$ cat src/rtl/skew_pkg.sv
package skew_pkg;

    // Kinds of bank behaviour
    localparam int KIND_FINE = 0;  // 1 tU steps, +/-4
    localparam int KIND_DIV4 = 1;  // 2 tU steps, LL div2, HH div4
    localparam int KIND_INV  = 2;  // 2 tU steps, LL div2, HH inverted

    typedef enum logic [1:0] {
        MODE_SHIFT = 2'd0,
        MODE_DIV2  = 2'd1,
        MODE_DIV4  = 2'd2,
        MODE_INV   = 2'd3
    } bank_mode_e;

    typedef struct packed {
        bank_mode_e mode;
        logic       neg;
        logic [2:0] mag;
    } bank_cfg_t;

    // Three-level code to 0 (LOW), 1 (MID), 2 (HIGH); 2'b11 reads as MID
    function automatic logic [1:0] tri_level(input logic [1:0] code);
        return (code == 2'b11) ? 2'b01 : code;
    endfunction

    function automatic bank_cfg_t decode_sel(input int kind, input logic [3:0] sel);
        bank_cfg_t r;
        int        idx;
        int        sk;
        idx    = 3 * int'(tri_level(sel[3:2])) + int'(tri_level(sel[1:0]));
        r.mode = MODE_SHIFT;
        sk     = idx - 4;
        if (kind != KIND_FINE) begin
            sk = 2 * (idx - 4);
            if (idx == 0)
                r.mode = MODE_DIV2;
            else if (idx == 8)
                r.mode = (kind == KIND_DIV4) ? MODE_DIV4 : MODE_INV;
        end
        if (r.mode != MODE_SHIFT)
            sk = 0;
        r.neg = (sk < 0);
        r.mag = 3'((sk < 0) ? -sk : sk);
        return r;
    endfunction

endpackage

$ cat src/rtl/skew_bank.sv
module skew_bank
    import skew_pkg::*;
#(
    parameter int KIND = KIND_FINE,
    parameter int CW   = 6,
    parameter int PAIR = 2
) (
    input  logic            clk_i,
    input  logic            rst_i,
    input  logic [CW-1:0]   cnt_d_i,
    input  logic [CW-1:0]   n_d_i,
    input  logic [1:0]      wrap_d_i,
    input  logic [3:0]      sel_d_i,
    input  logic [CW-1:0]   cnt_q_i,
    output logic [PAIR-1:0] q_o
);

    typedef struct packed {
        logic       out;
        bank_mode_e mode;
    } bank_st_t;

    bank_st_t  st_d, st_q;
    bank_cfg_t cfg;
    logic [CW:0] n_w, cnt_w, mag_w, off_w, ph_w;
    logic        hi;

    always_comb begin
        cfg   = decode_sel(KIND, sel_d_i);
        n_w   = {1'b0, n_d_i};
        cnt_w = {1'b0, cnt_d_i};
        mag_w = {{(CW-2){1'b0}}, cfg.mag};
        off_w = cfg.neg ? (n_w - mag_w) : mag_w;
        ph_w  = (cnt_w >= off_w) ? (cnt_w - off_w) : (cnt_w + n_w - off_w);
        hi    = (ph_w < (n_w >> 1));

        st_d.mode = cfg.mode;
        unique case (cfg.mode)
            MODE_DIV2: st_d.out = ~wrap_d_i[0];
            MODE_DIV4: st_d.out = ~wrap_d_i[1];
            MODE_INV:  st_d.out = ~hi;
            default:   st_d.out = hi;
        endcase
    end

    always_ff @(posedge clk_i) begin
        st_q <= st_d;
    end

    assign q_o = {PAIR{st_q.out}};

    // Divided outputs only move on the zero-phase boundary
    p_div_edge_r5: assert property (@(posedge clk_i) disable iff (rst_i)
        ((cnt_q_i != '0) && (st_q.mode == MODE_DIV2 || st_q.mode == MODE_DIV4))
            |-> $stable(st_q.out));

endmodule

$ cat src/rtl/skew_bank_gen.sv
module skew_bank_gen
    import skew_pkg::*;
#(
    parameter int N_LOW  = 44,
    parameter int N_MID  = 26,
    parameter int N_HIGH = 16,
    parameter int PAIR   = 2
) (
    input  logic            clk_i,
    input  logic            rst_i,
    input  logic [1:0]      range_i,
    input  logic [3:0]      sel_a_i,
    input  logic [3:0]      sel_b_i,
    input  logic [3:0]      sel_c_i,
    input  logic [3:0]      sel_d_i,
    output logic [PAIR-1:0] q_a_o,
    output logic [PAIR-1:0] q_b_o,
    output logic [PAIR-1:0] q_c_o,
    output logic [PAIR-1:0] q_d_o
);

    localparam int NBANK = 4;
    localparam int N_MAX = (N_LOW > N_MID) ? ((N_LOW > N_HIGH) ? N_LOW : N_HIGH)
                                           : ((N_MID > N_HIGH) ? N_MID : N_HIGH);
    localparam int CW    = $clog2(N_MAX);

    typedef struct packed {
        logic [CW-1:0]          cnt;
        logic [CW-1:0]          n;
        logic [1:0]             wrap;
        logic [NBANK-1:0][3:0]  sels;
    } gen_st_t;

    gen_st_t st_d, st_q;
    logic [NBANK-1:0][3:0] sel_in;
    logic [PAIR-1:0]       q_all [NBANK];
    logic [CW-1:0]         n_in;

    assign sel_in = {sel_d_i, sel_c_i, sel_b_i, sel_a_i};

    always_comb begin
        unique case (tri_level(range_i))
            2'b00:   n_in = CW'(N_LOW);
            2'b10:   n_in = CW'(N_HIGH);
            default: n_in = CW'(N_MID);
        endcase

        st_d = st_q;
        if (rst_i) begin
            st_d.cnt  = '0;
            st_d.wrap = '0;
            st_d.n    = n_in;
            st_d.sels = sel_in;
        end else if (st_q.cnt == st_q.n - CW'(1)) begin
            st_d.cnt  = '0;
            st_d.wrap = st_q.wrap + 2'd1;
            st_d.n    = n_in;
            st_d.sels = sel_in;
        end else begin
            st_d.cnt  = st_q.cnt + CW'(1);
        end
    end

    always_ff @(posedge clk_i) begin
        st_q <= st_d;
    end

    for (genvar b = 0; b < NBANK; b++) begin : g_bank
        localparam int BK = (b < 2) ? KIND_FINE : ((b == 2) ? KIND_DIV4 : KIND_INV);
        skew_bank #(
            .KIND (BK),
            .CW   (CW),
            .PAIR (PAIR)
        ) bank_i (
            .clk_i    (clk_i),
            .rst_i    (rst_i),
            .cnt_d_i  (st_d.cnt),
            .n_d_i    (st_d.n),
            .wrap_d_i (st_d.wrap),
            .sel_d_i  (st_d.sels[b]),
            .cnt_q_i  (st_q.cnt),
            .q_o      (q_all[b])
        );
    end

    assign q_a_o = q_all[0];
    assign q_b_o = q_all[1];
    assign q_c_o = q_all[2];
    assign q_d_o = q_all[3];

    p_cnt_bound_r2: assert property (@(posedge clk_i) disable iff (rst_i)
        st_q.cnt < st_q.n);

    p_cfg_hold_r10: assert property (@(posedge clk_i) disable iff (rst_i)
        (st_q.cnt != '0) |-> ($stable(st_q.n) && $stable(st_q.sels)));

    p_wrap_step_r5: assert property (@(posedge clk_i) disable iff (rst_i)
        ((st_q.cnt == '0) && !$past(rst_i)) |-> (st_q.wrap == $past(st_q.wrap) + 2'd1));

endmodule

$ cat config.mk
export PLATFORM = sky130hd
export DESIGN_NAME = skew_bank_gen
export DESIGN_NICKNAME = d
export VERILOG_FILES = /design/src/rtl/skew_pkg.sv /design/src/rtl/skew_bank.sv /design/src/rtl/skew_bank_gen.sv
export SDC_FILE = /design/constraint.sdc
export NUM_CORES = 1
export LEC_CHECK = 0
export BUFFER_PORTS_ARGS = -buffer_cell sky130_fd_sc_hd__buf_2
export CAP_MARGIN = 20
export CORE_MARGIN = 5
export CORE_UTILIZATION = 30
export CTS_BUF_LIST = sky130_fd_sc_hd__clkbuf_8
export DETAILED_ROUTE_END_ITERATION = 7
export PLACE_DENSITY = 0.44
export SLEW_MARGIN = 20
export SYNTH_ARGS = -nofsm -noshare
export SYNTH_HDL_FRONTEND = slang
export SYNTH_SLANG_ARGS = --single-unit
$ cat constraint.sdc
create_clock -name clk_i -period 8.3 [get_ports clk_i]
set_clock_uncertainty 0.2 [all_clocks]
set_input_delay 1.66 -clock clk_i [delete_from_list [all_inputs] [get_ports clk_i]]
set_output_delay 1.66 -clock clk_i [all_outputs]
set_load 0.01 [all_outputs]
==> impl_metrics.env <==
export IMPL_outcome="completed"
export IMPL_avgSynthCellArea_sq_um=8.170
export IMPL_post_cts_buffers=0
export IMPL_final_cell_mix="ha_1 (96), nand2_1 (58), inv_1 (51)"
export IMPL_pwr_share_comb_pct=80.2
export IMPL_fp_dieW_microns=145.5
export IMPL_critical_path_top_delay_family="compound AO/OA/AOI/OAI gates"
export IMPL_synth_seq_cells=34
export IMPL_internal_power_uw=958.9
export IMPL_netSwitchingFraction_pct=48.84
export IMPL_path_common_cell="ha_1"
export IMPL_synth_top_area_share_pct=21.81
export IMPL_setup_viol=0
export IMPL_slew_violations=0
export IMPL_ant_nets=0
export IMPL_r2r_start="st_q[18]$_DFF_P_"
export IMPL_p_switching_uw=915.6
export IMPL_pwr_share_seq_pct=10.5
export IMPL_clk_path_buf_depth=2
export IMPL_worst_path_max_fanout=8
export IMPL_vias=4841
export IMPL_n_fill_cell=1941
export IMPL_design_area_sq_um=6065
export IMPL_synth_area_leader_cell="ha_1"
export IMPL_dp_cells=928
export IMPL_die_area_sq_um=21160
export IMPL_grt_pass1_wl_microns=25810
export IMPL_cts_max_level=2
export IMPL_pwr_share_clk_pct=9.3
export IMPL_fmax_mhz=130.5
export IMPL_num_io_pins=28
export IMPL_grt_pass1_vias=4994
export IMPL_power_density_nw_per_um2=309.1
export IMPL_synth_warnings=0
export IMPL_synth_edf_count=0
export IMPL_clk_pin_slew_ns=0.08
export IMPL_synthFlopType="dfxtp_1"
export IMPL_finalCritPeriodShare_pct=92.36
export IMPL_synth_area_leaders="ha_1 (22%), dfxtp_1 (12%), fa_1 (5.5%)"
export IMPL_placed_area_sq_um=5938
export IMPL_min_path_type="reg -> reg"
export IMPL_ys_seq_area_share_pct=12.36
export IMPL_port_buffers=27
export IMPL_path_class="reg -> reg"
export IMPL_gp_congestion=0.8774
export IMPL_ir_drop_uv=165.2
export IMPL_drive_above_1_share_pct=12.32
export IMPL_drtIter0Drc=159
export IMPL_netlist_instances=674
export IMPL_nNetsFinal=837
export IMPL_start_util_pct=30.55
export IMPL_vias_per_cell=5.178
export IMPL_mostFrequentLayoutCell="ha_1"
export IMPL_crit_buf_inv=1
export IMPL_drcViolationCount=0
export IMPL_wl_microns=16180
export IMPL_final_hold_viol_count=0
export IMPL_async_flop_share_pct=0
export IMPL_maxSlewHeadroom_pct=37.90
export IMPL_hp_start="st_q[1]$_DFF_P_"
export IMPL_slowest_stage="fa_1"
export IMPL_grt_start_max_net_pins=26
export IMPL_insertion_delay_ns=0.31
export IMPL_rsz0062_at_grt="false"
export IMPL_mappedNetlistArea_sq_um=5507
export IMPL_period_needed_ns=7.666
export IMPL_core_area_sq_um=18020
export IMPL_tns_ns=0
export IMPL_hpwl_microns=13090
export IMPL_clock_sinks=34
export IMPL_grt_usage_pct=15.13
export IMPL_wire_per_inst_microns=17.30
export IMPL_synth_cell_types=67
export IMPL_synth_fp_nets=805
export IMPL_syn2layout_area_growth_pct=10.13
export IMPL_gr_total_overflow=0
export IMPL_arrival_ns=7.67
export IMPL_end_kind="register"
export IMPL_whs_ns=0.2831
export IMPL_slowest_delay_ns=0.45
export IMPL_clockRootBuffer="clkbuf_8"
export IMPL_diodes=0
export IMPL_crit_required_ns=8.30
export IMPL_stdcell_count=935
export IMPL_cts_tree="done"
export IMPL_antenna_found_initial=0
export IMPL_dr_pass1_iters=4
export IMPL_leakage_nw=2.844
export IMPL_die_height_microns=145.5
export IMPL_startpoint="st_q[18]$_DFF_P_"
export IMPL_critPathLaunchType="register"
export IMPL_numCtsBuffers=5
export IMPL_rows=49
export IMPL_worst_pin_slew_ns=0.9315
export IMPL_maxCapViolCount=0
## metal layers
layer | track usage (%) | up-vias | wire (microns)
met2 | 26.61 | 74 | 7808
met1 | 19.08 | 2270 | 7240
met4 | 4.804 | 0 | 502
met3 | 2.087 | 30 | 628
li1 | - | 2467 | -
met5 | 0 | - | 0
## what timing repair did
item | CTS | global route
gates resized for setup | 0 | 3
hold buffers | 0 | 0
endpoints found under the setup margin | 0 | 2
## power by group through the flow
stage / Sequential, mW / Clock, mW / Combinational (mW)
detailed placement: 0.200 / 0 / 1.50
global placement: 0.199 / 0 / 1.48
CTS: 0.196 / 0.182 / 1.51
floorplan: 0.199 / 0 / 1.18
finish: 0.196 / 0.174 / 1.50
global route: 0.199 / 0.187 / 1.72
## sequential cells by signal, summed over array words and instances (netlist names)
| signal | flops |
|---|---|
| g_bank.bank_i.q_o | 4 |
| st_q | 30 |
## per-stage QoR
step	util, %	total power, mW	setup WS [ns]
global placement	32.94	1.682	0.4455
detailed placement	32.94	1.698	0.3826
finish	33.65	1.875	0.6343
CTS	33.57	1.890	0.5168
floorplan	-	1.382	0.6723
global route	33.65	2.108	0.01880
## synthesized netlist by cell type (15+ instances only)
cell and n:
ha_1 96, o21ai_0 43, xor2_1 30, o21a_1 16, nor3_1 16, nor2_1 43, inv_1 51, a21o_1 16
fa_1 15, a21oi_1 40, nand2_1 58, nand2b_1 16, dfxtp_1 34, xnor2_1 29, mux2_2 26, nor2b_1 20
## worst paths after layout
path | end | depth (start not counted) | slack, ns
setup reg to reg | g_bank[3].bank_i.q_o[0]$_DFF_P_ | 32 | 0.63
hold / removal | st_q[1]$_DFF_P_ | 1 | 0.28
setup / recovery | g_bank[3].bank_i.q_o[0]$_DFF_P_ | 32 | 0.63
hold reg to reg | st_q[1]$_DFF_P_ | 1 | 0.28
## cells by family after synthesis
family                     synth area share [%]
buffers and inverters                     5.067
muxes                                     8.202
adders and majority gates                 27.27
and+or+nand+nor                           17.34
AOI/OAI and AO/OA                         20.38
DFF                                       12.36
xor gates and xnor gates                  9.384
## layout make-up
| class | count | area (sq um) | area share [%] |
|---|---|---|---|
| repair buffers | 40 | 236.5 | 3.899 |
| inverters | 51 | 191.4 | 3.157 |
| multi-input cells | 574 | 4557 | 75.14 |
| flip-flops and latches | 34 | 680.7 | 11.22 |
| well taps | 229 | 286.5 | 4.725 |
| clock inverters | 1 | 30.03 | 0.4952 |
| clock buffers | 6 | 82.58 | 1.362 |
Power figures use the tool's default switching activity.
